File: src/rtl/vtc_pkg.sv
package vtc_pkg;
  localparam int unsigned CTL_EN_BIT   = 0;
  localparam int unsigned CTL_MASK_BIT = 1;
  localparam int unsigned CTL_STAT_BIT = 2;
  localparam int unsigned CTL_LIVE     = 3;

  typedef enum logic {
    SEL_CTRL  = 1'b0,
    SEL_VALUE = 1'b1
  } vtc_sel_e;

  typedef struct packed {
    logic mask;
    logic en;
  } vtc_ctl_t;
endpackage

File: src/rtl/vtc_down_counter.sv
module vtc_down_counter #(
  parameter int unsigned DATA_W = 32
) (
  input  logic              clk,
  input  logic              rst_n,
  input  logic              load,
  input  logic [DATA_W-1:0] load_val,
  input  logic              tick,
  output logic [DATA_W-1:0] count,
  output logic              expired
);
  localparam logic [DATA_W-1:0] ONE = DATA_W'(1);

  logic [DATA_W-1:0] count_q;
  logic [DATA_W-1:0] count_d;
  logic              count_ce;

  // load wins over tick
  always_comb begin
    count_ce = load | tick;
    if (load) begin
      count_d = load_val;
    end else begin
      count_d = count_q - ONE;
    end
  end

  always_ff @(posedge clk or negedge rst_n) begin
    if (!rst_n) begin
      count_q <= '0;
    end else if (count_ce) begin
      count_q <= count_d;
    end
  end

  // signed value <= 0: sign bit set, or all zero
  assign expired = count_q[DATA_W-1] | (count_q == '0);
  assign count   = count_q;
endmodule

File: src/rtl/vtc_ctl_fields.sv
module vtc_ctl_fields
  import vtc_pkg::*;
(
  input  logic     clk,
  input  logic     rst_n,
  input  logic     wr,
  input  vtc_ctl_t wr_val,
  output vtc_ctl_t ctl
);
  vtc_ctl_t ctl_q;
  vtc_ctl_t ctl_d;

  always_comb begin
    ctl_d = wr_val;
  end

  always_ff @(posedge clk or negedge rst_n) begin
    if (!rst_n) begin
      ctl_q <= '0;
    end else if (wr) begin
      ctl_q <= ctl_d;
    end
  end

  assign ctl = ctl_q;
endmodule

File: src/rtl/vtc_irq_gen.sv
module vtc_irq_gen (
  input  logic clk,
  input  logic rst_n,
  input  logic en,
  input  logic mask,
  input  logic cond,
  output logic status,
  output logic irq
);
  logic irq_q;
  logic irq_d;

  always_comb begin
    status = en & cond;
    irq_d  = status & ~mask;
  end

  always_ff @(posedge clk or negedge rst_n) begin
    if (!rst_n) begin
      irq_q <= 1'b0;
    end else begin
      irq_q <= irq_d;
    end
  end

  assign irq = irq_q;
endmodule

File: src/rtl/vtimer_ctl.sv
module vtimer_ctl
  import vtc_pkg::*;
#(
  parameter int unsigned DATA_W = 32
) (
  input  logic              clk,
  input  logic              rst_n,
  input  logic              cnt_tick,
  input  logic              reg_sel,
  input  logic              reg_wr,
  input  logic [DATA_W-1:0] reg_wdata,
  output logic [DATA_W-1:0] reg_rdata,
  output logic              timer_irq
);
  localparam int unsigned PAD_W = DATA_W - CTL_LIVE;

  vtc_sel_e          sel;
  logic              wr_ctl;
  logic              wr_val;
  vtc_ctl_t          ctl_wr;
  vtc_ctl_t          ctl_q;
  logic [DATA_W-1:0] count_q;
  logic              expired;
  logic              status;
  logic [DATA_W-1:0] ctl_word;

  always_comb begin
    sel         = vtc_sel_e'(reg_sel);
    wr_ctl      = reg_wr & (sel == SEL_CTRL);
    wr_val      = reg_wr & (sel == SEL_VALUE);
    ctl_wr.en   = reg_wdata[CTL_EN_BIT];
    ctl_wr.mask = reg_wdata[CTL_MASK_BIT];
  end

  vtc_down_counter #(.DATA_W(DATA_W)) u_cnt (
    .clk      (clk),
    .rst_n    (rst_n),
    .load     (wr_val),
    .load_val (reg_wdata),
    .tick     (cnt_tick),
    .count    (count_q),
    .expired  (expired)
  );

  vtc_ctl_fields u_ctl (
    .clk    (clk),
    .rst_n  (rst_n),
    .wr     (wr_ctl),
    .wr_val (ctl_wr),
    .ctl    (ctl_q)
  );

  vtc_irq_gen u_irq (
    .clk    (clk),
    .rst_n  (rst_n),
    .en     (ctl_q.en),
    .mask   (ctl_q.mask),
    .cond   (expired),
    .status (status),
    .irq    (timer_irq)
  );

  generate
    if (PAD_W > 0) begin : g_pad
      assign ctl_word[DATA_W-1:CTL_LIVE] = '0;
    end
  endgenerate
  assign ctl_word[CTL_EN_BIT]   = ctl_q.en;
  assign ctl_word[CTL_MASK_BIT] = ctl_q.mask;
  assign ctl_word[CTL_STAT_BIT] = status;

  always_comb begin
    if (sel == SEL_VALUE) begin
      reg_rdata = count_q;
    end else begin
      reg_rdata = ctl_word;
    end
  end
endmodule

File: config.mk
export PLATFORM = sky130hd
export DESIGN_NAME = vtimer_ctl
export DESIGN_NICKNAME = d
export VERILOG_FILES = /design/src/rtl/vtc_pkg.sv /design/src/rtl/vtc_down_counter.sv /design/src/rtl/vtc_ctl_fields.sv /design/src/rtl/vtc_irq_gen.sv /design/src/rtl/vtimer_ctl.sv
export SDC_FILE = /design/constraint.sdc
export NUM_CORES = 1
export LEC_CHECK = 0
export BUFFER_PORTS_ARGS = -buffer_cell sky130_fd_sc_hd__clkbuf_2
export CORE_AREA = 2 2 69 71
export CTS_CLUSTER_DIAMETER = 150
export DETAILED_ROUTE_END_ITERATION = 16
export DIE_AREA = 0 0 71 73
export PLACE_DENSITY = 0.78
export SKIP_CTS_REPAIR_TIMING = 1
export SYNTH_ARGS = -nofsm -noshare
export SYNTH_HDL_FRONTEND = slang
export SYNTH_SLANG_ARGS = --single-unit
File: constraint.sdc
create_clock -name clk -period 2.7 [get_ports clk]
set_clock_uncertainty 0.2 [all_clocks]
set_input_delay 0.135 -clock clk [delete_from_list [all_inputs] [get_ports clk]]
set_output_delay 0.135 -clock clk [all_outputs]
set_load 0.005 [all_outputs]
* Word-level counts from Yosys, hierarchy flattened
Cells that the tools add are included.
** Word-level totals
- Output and inout bits :: 33
- Register bits :: 35
- Input port bits :: 37
** Cells by class
- Add/sub/neg operators :: 1
- Mux-type cells :: 2
- Reductions and logical operators :: 1
- Bitwise operators :: 8
** Operator list (number)
- 2-to-1 mux 32 bit :: 2
- logical NOT 32 bit :: 1
- subtractor 32 x 1 -> 32 bit, second input constant :: 1
- bitwise AND 1 bit :: 4
- inverter 1 bit :: 2
- OR 1 bit :: 2

* Depth between registers and ports, before layout
- Depth in word-level cells :: 4
- Mapped depth :: 8
- Depth with buffers taken out :: 7

* Hierarchy
Synthesis repeated with hierarchy kept, for this count alone.
** Second synthesis, totals
- Cell total of the unflattened synthesis :: 241
- Area total of the unflattened synthesis :: 2273.4 um^2
** By module, submodules not included
- vtc_down_counter :: area each 1878.1 um^2, cells each 197, times used 1
- vtimer_ctl :: area each 282.8 um^2, cells each 37, times used 1
- vtc_ctl_fields :: area each 72.6 um^2, cells each 4, times used 1
- vtc_irq_gen :: area each 40.0 um^2, cells each 3, times used 1

* Least setup slack after synthesis
No wires, ideal clock.
- Path type :: flip-flop to flip-flop
- Start :: reg u_cnt.count_q[19] (netlist: u_cnt.count[19])
- End :: reg u_cnt.count_q[30] (netlist: u_cnt.count[30])
- Slack :: 457 ps
- Clock period less this slack :: 2243 ps
- Cell stages (with the launch flop) :: 7
- Setup time :: 137 ps
- Arrival :: 1906 ps
- Cell sequence :: dfrtp_1 or4_1 buf_2 or3_4 nor4_2 xnor2_1 a21oi_1
** Between the ends
- Word-level cells in the longest chain between the ends :: 2
** RTL lines
- start, declared :: RTL line vtc_down_counter.sv:14 : logic [DATA_W-1:0] count_q;
- start signal, assigned :: RTL line vtc_down_counter.sv:32 : count_q <= count_d;
- subtractor 32 x 1 -> 32 bit :: RTL line vtc_down_counter.sv:24 : count_d = count_q - ONE;
- 2-to-1 mux 32 bit :: RTL line vtc_down_counter.sv:21 : if (load) begin
No other way between the ends.
A chain may end at the register's enable or synchronous reset.

* Final worst setup path
- Start :: reg u_cnt.count_q[12] (netlist: u_cnt.count[12])
- End :: out reg_rdata[2]
** Between the ends
- Word-level cells in the longest chain between the ends :: 4
** RTL lines
- logical NOT 32 bit :: RTL line vtc_down_counter.sv:37 : assign expired = count_q[DATA_W-1] | (count_q == '0);
- OR 1 bit :: RTL line vtc_down_counter.sv:37
- bitwise AND 1 bit :: RTL line vtc_irq_gen.sv:14 : status = en & cond;
- 2-to-1 mux 32 bit :: RTL line vtimer_ctl.sv:73 : if (sel == SEL_VALUE) begin
- end, declared :: RTL line vtimer_ctl.sv:12 : output logic [DATA_W-1:0] reg_rdata,
No other way between the ends.

==> summary.txt <==
Status
  • Status: complete, but fails checks
  • Failing checks: negative hold slack

STA
  • Final setup vio count: 0
  • Hold violation count in the final report: 1
  • Tmin final: 2.603 ns
  • Slew Viols, Final: 0
  • Period utilisation layout: 0.9641
  • Max Freq: 384.2 MHz
  • Fin Setup TNS: 0 ns
  • Hold slack: -0.05926 ns
  • Actual slew at the worst max-slew pin: 0.9000 ns
  • Rel. slew slack: 0.4000

Min path
  • Hold depth: 3
  • Hold Path Sink: u_cnt.count[27]
  • HP Class: in2reg
  • Hold_sp: reg_wdata[27]

Floorplan
  • Starting density of the core: 0.4839
  • DIE WIDTH: 71 um
  • Core area: 0.004536 sq mm
  • Die Y: 73 um
  • Row count: 25
  • I/O Pins: 70
  • Die area: 0.005183 sq mm

Global routing
  • Tot GR Track Use: 0.2197
  • Grt ovf: 0
  • Initial antenna violation count: 0
  • First-pass GRT wire length: 8.942 mm
  • Vias in the first global route: 1980
  • Largest net degree at the start of global routing: 37

Cells and area
  • Commonest non-fill, non-tap cells in the layout: clkbuf_2, nor2_1, dfrtp_1
  • Synth-to-Final Area Change: 40.02%
  • Final core occ: 0.6775
  • NumNets Final: 390
  • Commonest non-fill, non-tap cell in the layout: clkbuf_2
  • Final Cell Area: 0.003073 sq mm
  • N_diodes: 0
  • Layout cells sized above 1: 0.3144

Route
  • Drc violations: 0
  • Vias per inst: 5.278
  • Iter 0 DRT Violations: 103
  • Post-DRT Antenna Nets: 0
  • Wirelength, routed: 5.855 mm
  • WL per Instance: 14.39 um
  • Vias: 2148
  • TritonRoute pass-1 iters: 4

Setup path
  • CP required: 2.37 ns
  • Max stage delay on crit path: 0.55 ns
  • Crit path max-delay family: simple AND/OR/NAND/NOR gates
  • Internal reg-to-reg setup slack: 0.15 ns
  • Critical-path top delay cell: or4_4
  • WS Path Type: reg2out
  • Crit-path cells: or4_4 > or3_4 > nor4_4 > o21ai_1 > o21ai_1 > clkbuf_2
  • Crit. End Element: primary output
  • Critical Path Fanout Max: 4
  • RR Startpoint: u_cnt.count[12]
  • Worst r2r path cells: 7
  • Critical R2R Capture: u_cnt.count[22]
  • Critical Path Start Type: register
  • CP dominant cell by count: o21ai_1
  • CP bufs+invs: 1
  • CP Data Arrival Time: 2.27 ns

Yosys
  • Synthesized area: 0.002195 sq mm
  • Total nets after synthesis: 285
  • Cell variety after synth: 34
  • Syn. warnings: 0
  • Yosys reg bits: 35
  • Average cell area after synthesis: 8.885 sq um
  • Post-synthesis sequential area ratio: 0.3991
  • Post-synth top area cell: dfrtp_1
  • Main area contributors after synthesis: dfrtp_1, and2_1, nor2_1, xnor2_1, a21oi_1
  • Instance count of the mapped netlist: 247
  • Synth top area share: 0.3991

Power
  • Switching Fraction: 0.3185
  • Part of the power in registers: 0.483
  • Internal power: 1.005 mW
  • Clock power frac: 0.253
  • Worst vdd ir: 0.0002831 V
  • P per Cell Area: 480.1 mW/mm^2
  • Comb pwr share: 0.265
  • Static Leak: 1.271 nW
  • NetSw: 0.4699 mW

Placed design
  • Routability Congestion: 0.8402
  • Area post-placement: 0.002613 sq mm
  • HPWL Detailed: 3.893 mm
  • IO buf count: 69

Clock network
  • CTS tree: built
  • TritonCTS Buffers: 5
  • Clock root buffer: clkbuf_8
  • Reg clk slew, reported paths: 0.07 ns
  • Htree depth: 2
  • Clock Path Buffers: 2
  • Clock sink count: 35
  • Clk_lat worst skew: 0.29 ns

Run
  • Max Cap Viol: 0
==> flip-flops by register name (all words and copies together) (netlist names) <==
signal	count
u_cnt.count	32
u_ctl.ctl	2
u_irq.irq	1
==> area by class of cell <==
| type | count | area [sq um] |
|---|---|---|
| fill | 379 | 1463 |
| multi-input combinational | 196 | 1280 |
| clock inverter | 1 | 5.005 |
| tap | 54 | 67.56 |
| inverter | 2 | 7.507 |
| timing repair buffer | 112 | 760.7 |
| clock buffer | 7 | 76.32 |
| sequential | 35 | 875.8 |
==> power groups by stage <==
stage / Combinational, mW / Clock [mW] / Sequential, mW
floorplan: 0.217 / 0 / 0.691
global placement: 0.339 / 0 / 0.710
detailed placement: 0.349 / 0 / 0.718
CTS: 0.351 / 0.382 / 0.709
global route: 0.439 / 0.400 / 0.727
finish: 0.391 / 0.373 / 0.712
==> cell families (layout without fill, tap and decap cells) <==
group | after synthesis | count (layout) | synth area share
flip-flops | 35 | 35 | 0.3991
XOR/XNOR | 27 | 27 | 0.1078
AO/OA/AOI/OAI | 38 | 38 | 0.09121
AND/OR/NAND/NOR | 125 | 125 | 0.3352
adder cells (fa/ha/maj) | 1 | 1 | 0.005700
buffers and inverters | 16 | 122 | 0.03535
multiplexers | 5 | 5 | 0.02565
==> how the worst max path moves through the flow <==
stage / start / end / slack (ns) / depth (start not counted)
global placement: u_cnt.count[22] / reg_rdata[2] / 0.18 / 6
finish: u_cnt.count[12] / reg_rdata[2] / 0.1 / 6
detailed placement: u_cnt.count[22] / reg_rdata[2] / 0.15 / 6
global route: u_cnt.count[12] / reg_rdata[2] / -0.0009 / 6
CTS: u_cnt.count[22] / reg_rdata[2] / -0.17 / 6
floorplan: u_cnt.count[19] / u_cnt.count[30] / 0.46 / 6
==> worst reg2reg max path: stages (launching register included) <==
cell and delay [ns]:
dfrtp_1 0.41, or4_4 0.55, or3_4 0.43, buf_4 0.15
buf_4 0.14, nor4_2 0.28, xnor2_1 0.15, a21oi_1 0.08
==> metrics by stage <==
step	setup WS (ns)	cells	power, mW	hold slack [ns]
2_1_floorplan	0.4566	247	0.9077	-0.3606
3_3_place_gp	0.1841	364	1.049	0.08341
3_5_place_dp	0.1523	364	1.067	0.1039
4_1_cts	-0.1651	372	1.442	-0.2057
5_1_grt	-0.0008911	407	1.567	0.01263
6_report	0.09690	407	1.475	-0.05926
==> Yosys cell counts, drive strengths merged <==
cell type / instances
nand2b: 1
and2: 29
buf: 4
xnor2: 17
a31oi: 4
nor4bb: 1
ha: 1
o31ai: 2
nor2: 40
nand4b: 1
mux2: 5
nor3b: 2
a21oi: 28
xor2: 10
nor4: 10
or4: 7
or3: 10
nand4: 3
nand3: 6
clkbuf: 10
dfrtp: 35
inv: 2
nand2: 5
nor3: 9
o21ai: 4
or3b: 1
==> layer usage <==
metal / global-route usage / share of wire
met5: 0 / 0
met3: 0.04834 / 0.054
met1: 0.2749 / 0.44
met4: 0.08176 / 0.017
met2: 0.3738 / 0.49
(Power assumes the default switching activity.)
